--- src/rtl/tapsel_pkg.sv ---
// Shared types for the sampling tap window selector.
package tapsel_pkg;

    // Scan controller state
    typedef enum logic [1:0] {
        ST_IDLE   = 2'd0,
        ST_SCAN   = 2'd1,
        ST_FINISH = 2'd2
    } scan_state_e;

endpackage

--- src/rtl/tapsel_merge.sv ---
// Merges the two probe sweeps of the tap ring. A tap stays good only when
// it passed in both sweeps, and the result is mirrored into both halves of
// the map. Assumes MAX_TAPS is even. In the half-count mode the bits at and
// above 2*(MAX_TAPS/2) read as zero.
module tapsel_merge #(
    parameter int MAX_TAPS = 8
) (
    input  logic                  ddr_mode,
    input  logic [2*MAX_TAPS-1:0] raw_map,
    output logic [2*MAX_TAPS-1:0] merged_map
);
    localparam int HALF = MAX_TAPS / 2;

    logic [2*MAX_TAPS-1:0] full_m;
    logic [2*MAX_TAPS-1:0] half_m;

    // Full tap count: sweep halves are MAX_TAPS bits wide
    for (genvar i = 0; i < MAX_TAPS; i++) begin : g_full
        assign full_m[i]            = raw_map[i] & raw_map[i+MAX_TAPS];
        assign full_m[i+MAX_TAPS]   = raw_map[i] & raw_map[i+MAX_TAPS];
    end

    // Half tap count: sweep halves are HALF bits wide, upper bits unused
    for (genvar i = 0; i < HALF; i++) begin : g_half
        assign half_m[i]        = raw_map[i] & raw_map[i+HALF];
        assign half_m[i+HALF]   = raw_map[i] & raw_map[i+HALF];
    end
    assign half_m[2*MAX_TAPS-1:MAX_TAPS] = '0;

    // Pick the merge matching the tap count
    assign merged_map = ddr_mode ? half_m : full_m;

endmodule

--- src/rtl/tapsel_run_tracker.sv ---
// Tracks the longest run of ones seen so far, one bit per step. A later
// run replaces the best only when strictly longer, so ties keep the
// earliest run. The fin_* outputs fold in a run still open at position pos.
// This closes a run that reaches the last bit when pos is one past the end.
module tapsel_run_tracker #(
    parameter int IDX_W = 5
) (
    input  logic             clk,
    input  logic             rst_n,
    input  logic             clear,
    input  logic             step,
    input  logic             bit_in,
    input  logic [IDX_W-1:0] pos,
    output logic [IDX_W-1:0] fin_start,
    output logic [IDX_W-1:0] fin_len
);
    logic [IDX_W-1:0] cur_len;
    logic [IDX_W-1:0] best_len;
    logic [IDX_W-1:0] best_start;

    // Update the current and best run on each scanned bit
    always_ff @(posedge clk) begin
        if (!rst_n || clear) begin
            cur_len    <= '0;
            best_len   <= '0;
            best_start <= '0;
        end else if (step) begin
            if (bit_in) begin
                cur_len <= cur_len + 1'b1;
            end else begin
                if (cur_len > best_len) begin
                    best_len   <= cur_len;
                    best_start <= pos - cur_len;
                end
                cur_len <= '0;
            end
        end
    end

    // Final view including a still-open run
    always_comb begin
        if (cur_len > best_len) begin
            fin_start = pos - cur_len;
            fin_len   = cur_len;
        end else begin
            fin_start = best_start;
            fin_len   = best_len;
        end
    end

endmodule

--- src/rtl/tapsel_center.sv ---
// Computes the centre tap of a run: floor((start + end) / 2) mod N.
// Assumes MAX_TAPS is a power of two, so the modulo is a mask. N is
// MAX_TAPS, or MAX_TAPS/2 when ddr_mode is set.
module tapsel_center #(
    parameter int MAX_TAPS = 8,
    parameter int IDX_W    = 5,
    parameter int TAP_W    = 3
) (
    input  logic             ddr_mode,
    input  logic [IDX_W-1:0] run_start,
    input  logic [IDX_W-1:0] run_len,
    output logic [TAP_W-1:0] center_tap
);
    logic [IDX_W:0]   pos_sum;
    logic [IDX_W-1:0] mid_pos;
    logic [TAP_W-1:0] ring_mask;

    // start + end = 2*start + len - 1, then halve and wrap onto the ring
    always_comb begin
        pos_sum    = {1'b0, run_start} + {1'b0, run_start} + {1'b0, run_len}
                     - (IDX_W+1)'(1);
        mid_pos    = pos_sum[IDX_W:1];
        ring_mask  = ddr_mode ? TAP_W'(MAX_TAPS/2 - 1) : TAP_W'(MAX_TAPS - 1);
        center_tap = mid_pos[TAP_W-1:0] & ring_mask;
    end

endmodule

--- src/rtl/tap_window_sel.sv ---
// Sampling tap window selector top. On an accepted start it captures the
// merged two-sweep map and the tap-count mode. It scans one position per
// clock, closes any trailing run in a final cycle, and then pulses done
// with either a centre tap or an error. Assumes MAX_TAPS is a power of
// two, at least 4.
module tap_window_sel #(
    parameter int MAX_TAPS = 8,
    parameter int MIN_RUN  = 3
) (
    input  logic                        clk,
    input  logic                        rst_n,
    input  logic                        start,
    input  logic                        ddr_mode,
    input  logic [2*MAX_TAPS-1:0]       pass_map,
    output logic                        busy,
    output logic                        done,
    output logic                        tap_valid,
    output logic                        tap_err,
    output logic [$clog2(MAX_TAPS)-1:0] tap_sel,
    output logic                        retune_en
);
    import tapsel_pkg::*;

    localparam int MAP_W = 2 * MAX_TAPS;
    localparam int IDX_W = $clog2(MAP_W + 1);
    localparam int SEL_W = $clog2(MAP_W);
    localparam int TAP_W = $clog2(MAX_TAPS);
    localparam logic [IDX_W-1:0] SPAN_FULL = IDX_W'(MAP_W);
    localparam logic [IDX_W-1:0] SPAN_HALF = IDX_W'(MAX_TAPS);
    localparam logic [IDX_W-1:0] MIN_LEN   = IDX_W'(MIN_RUN);

    scan_state_e       state;
    logic [MAP_W-1:0]  merged_now;
    logic [MAP_W-1:0]  merged_q;
    logic              ddr_q;
    logic [IDX_W-1:0]  idx;
    logic [IDX_W-1:0]  span;
    logic              accept;
    logic              scan_step;
    logic [IDX_W-1:0]  fin_start;
    logic [IDX_W-1:0]  fin_len;
    logic [TAP_W-1:0]  center_tap;

    // Merge the two sweeps from the live inputs
    tapsel_merge #(.MAX_TAPS(MAX_TAPS)) u_merge (
        .ddr_mode   (ddr_mode),
        .raw_map    (pass_map),
        .merged_map (merged_now)
    );

    // Longest-run search over the captured map
    tapsel_run_tracker #(.IDX_W(IDX_W)) u_track (
        .clk       (clk),
        .rst_n     (rst_n),
        .clear     (accept),
        .step      (scan_step),
        .bit_in    (merged_q[idx[SEL_W-1:0]]),
        .pos       (idx),
        .fin_start (fin_start),
        .fin_len   (fin_len)
    );

    // Centre of the winning run, folded onto the tap ring
    tapsel_center #(.MAX_TAPS(MAX_TAPS), .IDX_W(IDX_W), .TAP_W(TAP_W)) u_center (
        .ddr_mode   (ddr_q),
        .run_start  (fin_start),
        .run_len    (fin_len),
        .center_tap (center_tap)
    );

    // Decode handshake and scan length
    assign busy      = (state != ST_IDLE);
    assign accept    = (state == ST_IDLE) && start;
    assign scan_step = (state == ST_SCAN);
    assign span      = ddr_q ? SPAN_HALF : SPAN_FULL;

    // Scan controller and result registers
    always_ff @(posedge clk) begin
        if (!rst_n) begin
            state     <= ST_IDLE;
            merged_q  <= '0;
            ddr_q     <= 1'b0;
            idx       <= '0;
            done      <= 1'b0;
            tap_valid <= 1'b0;
            tap_err   <= 1'b0;
            tap_sel   <= '0;
            retune_en <= 1'b0;
        end else begin
            done <= 1'b0;
            case (state)
                ST_IDLE: begin
                    if (start) begin
                        merged_q  <= merged_now;
                        ddr_q     <= ddr_mode;
                        idx       <= '0;
                        tap_valid <= 1'b0;
                        tap_err   <= 1'b0;
                        retune_en <= 1'b0;
                        state     <= ST_SCAN;
                    end
                end
                ST_SCAN: begin
                    idx <= idx + 1'b1;
                    if (idx == span - 1'b1) begin
                        state <= ST_FINISH;
                    end
                end
                ST_FINISH: begin
                    done <= 1'b1;
                    if (fin_len >= MIN_LEN) begin
                        tap_sel   <= center_tap;
                        tap_valid <= 1'b1;
                        retune_en <= 1'b1;
                    end else begin
                        tap_err   <= 1'b1;
                    end
                    state <= ST_IDLE;
                end
                default: state <= ST_IDLE;
            endcase
        end
    end

endmodule

--- config.mk ---
export PLATFORM = sky130hd
export DESIGN_NAME = tap_window_sel
export DESIGN_NICKNAME = d
export VERILOG_FILES = /design/src/rtl/tapsel_pkg.sv /design/src/rtl/tapsel_merge.sv /design/src/rtl/tapsel_run_tracker.sv /design/src/rtl/tapsel_center.sv /design/src/rtl/tap_window_sel.sv
export SDC_FILE = /design/constraint.sdc
export NUM_CORES = 1
export LEC_CHECK = 0
export ABC_AREA = 1
export BUFFER_PORTS_ARGS = -buffer_cell sky130_fd_sc_hd__buf_2
export CAP_MARGIN = 40
export CORE_MARGIN = 2
export CORE_UTILIZATION = 40
export DETAILED_ROUTE_END_ITERATION = 12
export REMOVE_ABC_BUFFERS = 1
export SYNTH_ARGS = -nofsm -noshare
export SYNTH_HDL_FRONTEND = slang
export SYNTH_SLANG_ARGS = --single-unit
--- constraint.sdc ---
create_clock -name clk -period 4.5 [get_ports clk]
set_input_delay 0.675 -clock clk [delete_from_list [all_inputs] [get_ports clk]]
set_output_delay 0.675 -clock clk [all_outputs]
set_load 0.02 [all_outputs]
# After elaboration in Yosys (flattened, before gate mapping)
# Cells that the tools add are included.
classes:
  magnitude_cmp: 3
  reduce_logical: 14
  add_sub_neg: 7
  n_eq_ne: 7
  n_bitwise: 14
  muxes: 19
op_table:
  columns: ["cell", "count"]
  rows:
  - ["two-way mux 5 bit", 5]
  - ["two-way mux 16 bit", 1]
  - ["bitwise AND 1 bit", 12]
  - ["adder 5 x 1 -> 5 bit (second input constant)", 2]
  - ["one-hot mux 5 bit (2 select lines)", 1]
  - ["AND reduction 2 bit", 5]
  - ["adder 4 bit", 2]
  - ["inequality test 2 bit (second input constant)", 3]
  - ["AND reduction 3 bit", 2]
  - ["nonzero test 2 bit", 3]
  - ["== test 5 bit", 1]
  - [">= comparator 5 x 2 -> 1 bit (second input constant)", 1]
  - ["> comparator 5 bit", 1]
  - ["less-than comparator 4 x 5 -> 1 bit (second input constant)", 1]
  - ["two-way mux 1 bit", 5]
  - ["subtractor 5 x 1 -> 5 bit (second input constant)", 1]
  - ["subtractor 5 bit", 1]
  - ["binary-select mux 1 bit (select 4 bit)", 1]
  - ["two-way mux 2 bit", 2]
  - ["one-hot mux 1 bit (2 select lines)", 2]
  - ["one-hot mux 2 bit (2 select lines)", 1]
  - ["subtractor 4 x 1 -> 4 bit (second input constant)", 1]
  - ["bitwise AND 3 bit", 1]
  - ["two-way mux 3 bit", 1]
  - ["other kinds (8)", 8]
word_totals:
  word_cells: 75
  reg_bits: 45
  inputBits: 20

# Longest topological paths before layout
# Gate-level depths: netlist of the first run.
depth:
  word_depth: 6
  mapped_depth: 23
  depth_no_buf: 22

# Modules after synthesis
# Synthesis of the first run repeated with hierarchy kept, for this count alone.
hier_totals:
  hier_cells: 403
  area_unflattened_um2: 2793.9
by_module_without_submodules:
  columns: ["module", "area_per_inst_um2", "instances", "seq_area_each_um2", "cells_per_inst"]
  rows:
  - ["tap_window_sel", 1408.9, 1, 600.6, 182]
  - ["tapsel_run_tracker", 1101.1, 1, 300.3, 162]
  - ["tapsel_center", 160.2, 1, 0.0, 30]
  - ["tapsel_merge", 123.9, 1, 0.0, 29]

# Worst setup path after synthesis of the first run
# Ideal clock, no wire load.
synth_timing:
  path_type: "flip-flop to flip-flop"
  from: "register u_track.best_len[3]"
  to: "register tap_sel[2]"
  n_path_buf: 1
  setup_slack_ns: 1.540
  setup_ns: 0.128
  stages_incl_launch_ff: 22
  arrival_time_ns: 2.832
  cell_sequence: "dfxtp_1 inv_1 ha_1 nand2_2 nor2_4 nand2_2 nand3_4 nand2_4 buf_6 o21ai_0 or2_2 nand2_1 ha_1 fa_1 xnor2_1 inv_1 nand3_1 nand3_1 nand3_1 nor2_1 nor2_1 nor2_1"
synth_via:
  elab_chain_cells: 6
  elab_cells_between_ends: 9
  cone_classes: "3 x add/sub; 2 x order compare; 2 x mux; 1 x bitwise; 1 x reduce/logical"
synth_rtl:
  columns: ["element", "line_no", "text"]
  rows:
  - ["from (decl)", "tapsel_run_tracker.sv:18", "logic [IDX_W-1:0] best_len;"]
  - ["from (signal assigned)", "tapsel_run_tracker.sv:32", "best_len <= cur_len;"]
  - ["> comparator 5 bit", "tapsel_run_tracker.sv:42", "if (cur_len > best_len) begin"]
  - ["two-way mux 5 bit", "tapsel_run_tracker.sv:42", null]
  - ["adder 4 bit (2 in series)", "tapsel_center.sv:20", "pos_sum = {1'b0, run_start} + {1'b0, run_start} + {1'b0, run_len}"]
  - ["subtractor 4 x 1 -> 4 bit", "tapsel_center.sv:21", "- (IDX_W+1)'(1);"]
  - ["bitwise AND 3 bit", "tapsel_center.sv:24", "center_tap = mid_pos[TAP_W-1:0] & ring_mask;"]
  - ["to (signal assigned)", "tap_window_sel.sv:112", "tap_sel <= center_tap;"]
  - ["to (decl)", "tap_window_sel.sv:19", "output logic [$clog2(MAX_TAPS)-1:0] tap_sel,"]
# Parallel ways exist; a longest one is shown, timed or not.
# A chain may end at the register's enable or synchronous reset.

# Final worst setup path of the first run
# Ends and elaborated chain as after synthesis.

==> results of run 1 <==
-- metal layers --
metal | part of all wire (%) | GRT usage [%] | wire (microns)
met5 | 0 | 0 | 0
met4 | 0.75 | 3.62 | 39
met1 | 49 | 24.5 | 2550
met2 | 46 | 28.7 | 2370
met3 | 4.2 | 3.85 | 216
-- cells in the mapped netlist, drive strengths merged --
cell,instances
nand2,75
dfxtp,43
inv,39
nand3,29
nor2,25
o21ai,23
a21oi,22
ha,10
buf,8
a31oi,7
o22ai,6
a211oi,5
nand4,5
clkbuf,4
clkinv,2
fa,2
o31ai,2
xor2,2
a22oi,1
and3,1
mux2i,1
nand3b,1
nor3,1
or2,1
xnor2,1
-- critical path: stages (launching register included) --
cell and delay (ns):
dfxtp_1 0.38, inv_1 0.09, ha_1 0.29, nand2_2 0.07, nor2_4 0.13, nand2_2 0.07
nand3_4 0.09, nand2_4 0.13, o21ai_0 0.27, or2_2 0.19, nand2_1 0.05, ha_1 0.19
fa_1 0.38, xnor2_1 0.20, nand3_1 0.12, nand2_1 0.08, nand2_1 0.04, nand3_1 0.06
nor2_1 0.04, nor2_1 0.08, nor2_1 0.04
-- per-stage QoR --
stage / utilization [%] / hold WS (ns) / setup WS [ns]
final: 46.8 / 0.458 / 1.38
after global routing: 46.8 / 0.488 / 1.06
after CTS: 46.8 / 0.460 / 1.36
after detailed placement: 44.7 / 0.437 / 1.36
after global placement: 44.7 / 0.443 / 1.46
after floorplan: - / 0.423 / 1.61
-- report_power, final --
part	switching [mW]	leakage (nW)	internal [mW]
Combinational	0.123	0.710	0.0674
Sequential	0.0107	0.349	0.393
Clock	0.138	0.0581	0.165
Total	0.272	1.12	0.626
-- kinds of logic (layout without fill, tap and decap cells) --
logic type | Yosys count | in the layout | synth area share [%]
muxes | 1 | 1 | 0.438
and+or+nand+nor | 138 | 138 | 27.8
DFF | 43 | 43 | 37.6
xor gates and xnor gates | 3 | 3 | 1.15
AOI/OAI and AO/OA | 66 | 66 | 16.2
adders and majority gates | 12 | 12 | 7.22
buffers and inverters | 53 | 78 | 9.52
-- worst paths after layout --
check	endpoint	slack, ns	cells after the start
min	tap_err	0.46	2
min reg2reg	tap_err	0.46	2
max reg2reg	tap_sel[2]	1.38	20
max	tap_sel[2]	1.38	20
-- flip-flops by register name (all words and copies together), names as in the netlist --
register,flops
tap_err,1
retune_en,1
state,2
done,1
u_track.best_len,5
idx,5
tap_sel,3
merged_q,16
u_track.cur_len,5
u_track.best_start,3
ddr_q,1
-- final cells by class --
cell class | instances | area, sq um
fillers | 585 | 2930
repair buffers | 29 | 150
inverters | 41 | 154
clock inverters | 3 | 43.8
clock buffers | 5 | 68.8
multi-input cells | 220 | 1210
flip-flops and latches | 43 | 861
well taps | 72 | 90.1
==> impl.org, run 1 <==
** Yosys
- After synthesis, the netlist uses 35 different library cells.
- Summing the sequential cell areas from Yosys gives 37.6% of the chip area.
- The top cell type by area accounts for 37.6% of the synthesized area.
- The largest total area in the synthesized netlist belongs to dfxtp_1.
- Synth Warn # :: 0
- Each instance of the synthesized netlist takes up on average 7.24 sq um.
- In the synthesized netlist, the number of instances is 316.
- Cell Area, Synth :: 2290 sq um
- The synthesized design contains 43 register bits.
- By area the synthesized netlist is led by dfxtp_1, nand2_1, inv_1.

** Die
- For this configuration, the core starts out at a cell density of 41.5%.
- Die boundary height :: 79.6 microns
- The die is 79.6 microns wide.
- The floorplan has 27 rows.
- Placeable core area :: 5510 sq um
- Count of boundary I/O pins :: 28
- The die covers 6340 sq um.

** Clock network
- Buffer depth of the longest clock path :: 2
- Number of buffers created by CTS :: 5
- CTS tree :: done
- Hold buffers post-CTS :: 0
- The number of setup buffers added after CTS is 0.
- Gates resized during post-CTS repair numbered 0.
- CTS built an H-tree with a depth of 2.
- Num Clock Sinks :: 43
- The tree is rooted in a clkbuf_8.
- Clock-pin transition on the worst setup and hold timing paths :: 0.08 ns
- At the later pin of the worst-skew pair, clock insertion delay measures 0.29 ns.

** Routing
- For this block, the via count after detailed routing is 2108.
- After the first detailed-routing iteration, the DRC count stood at 106.
- For this run, design rule violations remaining after detail routing come to 0.
- Using the TritonRoute via totals, the vias-per-cell ratio works out to 5.10.
- Summed over all layers, the routed wires come to 5170 microns.
- The first TritonRoute pass finished after 4 iterations.
- Antenna-violating nets left :: 0
- Routed length per instance :: 12.5 microns

** STA
- RSZ-0062 raised after global routing :: false
- Remaining max-slew budget at the tightest pin :: 49.2%
- The smallest clock period supported by the final layout is computed as 3.12 ns.
- Period utilization :: 69.4%
- The max-slew violation count was 0.
- The count of endpoints failing hold in the final timing report came to 0.
- Total negative setup slack :: 0 ns
- # setup viols final :: 0
- Static timing analysis puts the maximum clock frequency at 0.320 GHz.
- Skew final :: 0.00581 ns
- Transition time of the tightest slew-check pin :: 0.759 ns

** Worst setup path
- Category of the critical setup timing path :: flop to flop
- Worst Setup End Kind :: flop
- Launching point of the worst reg2reg path :: u_track.best_len[3]
- The critical path starts at u_track.best_len[3].
- At the worst endpoint, the arrival time is 3.30 ns.
- STA puts the critical path data required time at 4.68 ns.
- Max FO, Critical Path :: 12
- Startpoint type of the worst setup path :: flop

** Global route
- The first global-routing pass estimated 9030 microns of wire.
- Total congestion overflow :: 0
- Vias in the first global route :: 2001
- Initial antenna violation count :: 0
- Across every metal layer, demand over resource in global routing totals 17.8%.
- Maximum number of pins on one net before global-route repair :: 29

** Layout
- Most common library cell in the layout ignoring fill and taps :: nand2_1
- The finished layout holds 413 standard cells, fillers aside.
- Leading cell types in the layout, fill and taps excluded :: nand2_1, dfxtp_1, inv_1
- Cells with a size suffix above 1 make up 15.2% of the layout.
- Number of antenna cells inserted :: 0
- Area growth syn-to-layout :: 12.6%
- Layout Nets :: 372
- Finished Cell Area :: 2580 sq um

** Min path
- Launch point of the worst hold path :: tap_err
- The worst hold path belongs to the class flop to flop.

** Placed design
- Placer Congestion :: 0.842
- DP Cell Count :: 405
- Once detailed placement completed, the half-perimeter wirelength came to 3940 microns.
- DP Area :: 2460 sq um
- Number of input and output port buffers inserted :: 27

** Power and ir drop
- P_leak :: 1.12 nW
- Overall Power :: 898 uW
- Highest ir drop seen on vdd :: 0.152 mV
- For this design the ratio of total power to cell area is 349 nW/um^2.

** Outcome
- The run finished with clean final reports.

** Job
- Max-cap violations :: 0
Power figures use the tool's default switching activity.
==> run 2: changes to the inputs <==
==> constraint.sdc (replaced) <==
create_clock -name clk -period 2.54 [get_ports clk]
set_input_delay 0.381 -clock clk [delete_from_list [all_inputs] [get_ports clk]]
set_output_delay 0.381 -clock clk [all_outputs]
set_load 0.02 [all_outputs]
==> impl.org, run 2 (synthesis results as in run 1) <==
** Outcome
- Outcome: complete, but fails checks (was finished, final reports clean).
- Violations in the final reports :: negative setup slack

** Clock network
- The worst-skew pair later-pin latency is 0.30 ns (was 0.29 ns).
- The H-tree depth reported by CTS came to 2 (unchanged).
- Buffer depth of the longest clock path :: 2 (unchanged)
- Number of buffers created by CTS :: 5 (unchanged)
- The clock tree from TritonCTS was done (unchanged).
- Num Clock Sinks :: 43 (unchanged)
- The clock tree root driver cell was clkbuf_8 (unchanged).
- Clock-pin transition on the worst setup and hold timing paths :: 0.09 ns (was 0.08 ns)

** STA
- The post-layout worst setup margin is -0.281 ns (was 1.38 ns).
- The post-route minimum period is 2.82 ns (was 3.12 ns).
- Period utilization :: 111% (was 69.4%)
- Transition time of the tightest slew-check pin :: 0.507 ns (was 0.759 ns)
- RSZ-0062 raised after global routing :: true (was false)
- The count of endpoints failing hold in the final timing report is 0 (unchanged).
- The setup TNS after final layout came to -0.281 ns (was 0 ns).
- Skew final :: 0.0118 ns (was 0.00581 ns)
- Total count of max-transition violations in the final report :: 0 (unchanged)
- The worst hold slack was 0.362 ns (was 0.458 ns).
- The highest achievable clock rate was 0.354 GHz (was 0.320 GHz).
- # setup viols final :: 1 (was 0)
- The relative slew slack is 66.1% (was 49.2%).

** Power and ir drop
- P_leak :: 1.28 nW (was 1.12 nW)
- The net switching power of the design is 538 uW (was 272 uW).
- Int Pwr :: 1.10 mW (was 626 uW)
- The part of the power in the clock network was 27.2% (was 33.8%).
- The sequential fraction of design power was 43.4% (was 45.0%).
- The power after layout is 1.64 mW (was 898 uW).
- Switching part of the total :: 32.8% (was 30.3%)
- The power per unit of standard cell area is 560 nW/um^2 (was 349 nW/um^2).
- Highest ir drop seen on vdd :: 0.269 mV (was 0.152 mV)
- Power share of the combinational group :: 29.5% (was 21.2%)

** Layout
- The storage element area is 866 sq um (was 861 sq um).
- The area of the multi-input gates came to 1330 sq um (was 1210 sq um).
- Final instance count without filler cells :: 447 (was 413)
- Area growth syn-to-layout :: 28.0% (was 12.6%)
- Leading cell types in the layout, fill and taps excluded :: nand2_1, dfxtp_1, buf_4 (was nand2_1, dfxtp_1, inv_1)
- The register with the highest flop count is merged_q (unchanged).
- The filler cell count is 517 (was 585).
- The layout cell share with drive strength beyond 1 was 29.6% (was 15.2%).
- Layout Nets :: 406 (was 372)
- Fin util :: 53.2% (was 46.8%)
- Finished Cell Area :: 2930 sq um (was 2580 sq um)
- Max FFs per register :: 16 (unchanged)
- Number of antenna cells inserted :: 0 (unchanged)
- Most common library cell in the layout ignoring fill and taps :: nand2_1 (unchanged)

** Worst setup path
- The maximum fanout along the worst path came to 8 (was 12).
- The type of the worst setup path is flop to flop (unchanged).
- Data arrival at the endpoint of the critical path :: 3.07 ns (was 3.30 ns)
- Most frequent cell on the critical path :: nor2_1
- Required @ worst endpoint :: 2.79 ns (was 4.68 ns)
- The cell with the largest stage delay on the worst path is dfxtp_1 (unchanged).
- The critical path's largest stage delay was 0.40 ns (was 0.38 ns).
- Worst Setup End Kind :: flop (unchanged)
- Startpoint type of the worst setup path :: flop (unchanged)
- The logic depth of the worst register-to-register path is 18 (was 20).
- Sequence of cells on the critical path: ha_4, buf_4, a21oi_2, nand3_4, nand2_8, mux2i_2, ha_1, inv_2, fa_2, xnor2_2, inv_1, nand3_2, nand2_1, nand2_1, nand3_1, nor2_1, nor2_1, nor2_1 (was inv_1, ha_1, nand2_2, nor2_4, nand2_2, nand3_4, nand2_4, o21ai_0, or2_2, nand2_1, ha_1, fa_1, xnor2_1, nand3_1, nand2_1, nand2_1, nand3_1, nor2_1, nor2_1, nor2_1).

** Placed design
- DP Cell Count :: 434 (was 405)
- The area after detailed placement was 2680 sq um (was 2460 sq um).
- The count of port buffers added during placement came to 27 (unchanged).
- Setup Slack @ Placement :: -0.436 ns (was 1.36 ns)
- Placer Congestion :: 0.849 (was 0.842)
- The detailed placer's ending HPWL was 4240 microns (was 3940 microns).

** Min path
- The worst hold path stage count was 3 (was 2).
- The worst hold-check path type is input pin to flop (was flop to flop).

** Die
- Die Wd :: 79.6 microns (unchanged)
- The I/O pin total came to 28 (unchanged).
- The die area was 6340 sq um (unchanged).
- The die height came to 79.6 microns (unchanged).
- Placeable core area :: 5510 sq um (unchanged)
- The count of standard-cell rows was 27 (unchanged).
- Starting density of the core :: 41.5% (unchanged)

** Global route
- The maximum number of pins on one net before global-route repair was 28 (was 29).
- The number of global-route vias before repair was 2067 (was 2001).
- Global-route wire length before repair :: 9960 microns (was 9030 microns)
- The number of antenna violations at the first check in global routing was 0 (unchanged).
- The remaining global-route overflow came to 0 (unchanged).
- The global-route total usage across every layer was 20.2% (was 17.8%).

** Routing
- The number of DRC markers after the initial detailed-route iteration was 139 (was 106).
- Wirelength, routed :: 5840 microns (was 5170 microns)
- Routed via count :: 2262 (was 2108)
- Routed length per instance :: 13.1 microns (was 12.5 microns)
- The average via count per standard cell came to 5.06 (was 5.10).
- The remaining routing DRC violations is 0 (unchanged).
- Antenna-violating nets left :: 0 (unchanged)
- First-pass detailed-route iteration total :: 4 (unchanged)

** Job
- The number of maximum-capacitance constraint violations was 0 (unchanged).
## run 2: critical path: cells and delay by family, from the launching register on
kind	cells	cell delay, ns
buffers and inverters	3	0.25
AOI/OAI and AO/OA	1	0.17
adders and majority gates	3	0.82
muxes	1	0.26
and+or+nand+nor	9	0.70
DFF	1	0.40
xor gates and xnor gates	1	0.19
## run 2: final timing paths
| path | start | end | slack, ns |
|---|---|---|---|
| min reg2reg | merged_q[12] | merged_q[12] | 0.46 |
| min | rst_n | merged_q[9] | 0.36 |
| max reg2reg | u_track.cur_len[4] | tap_sel[2] | -0.28 |
| max | u_track.cur_len[4] | tap_sel[2] | -0.28 |
## run 2: routing by layer
layer / share of wire, % / track usage [%] / routed length, microns
met4: 1.4 / 6.72 / 80
met1: 51 / 28.6 / 2960
met3: 4.2 / 3.51 / 245
met5: 0 / 0 / 0
met2: 44 / 30.8 / 2550
## run 2: final cells by class
class                           instances  area share, %
Multi-Input combinational cell        220           45.3
Sequential cell                        43           29.6
Timing Repair Buffer                   63           13.8
Inverter                               41           5.26
Tap cell                               72           3.08
Clock buffer                            6           2.48
Clock inverter                          2          0.427
## run 2: power groups by stage
stage	combinational [mW]	sequential, mW	clock [mW]
floorplan	0.253	0.726	0
global placement	0.406	0.725	0
detailed placement	0.411	0.724	0
CTS	0.464	0.711	0.456
global route	0.541	0.714	0.479
finish	0.483	0.711	0.446
## run 2: timing repair
item	in CTS	in global routing
gates resized for setup	27	4
hold buffers	0	0
pin swaps	16	14
endpoints found under the setup margin	2	2
setup buffers	4	1
hold endpoints to repair	0	0
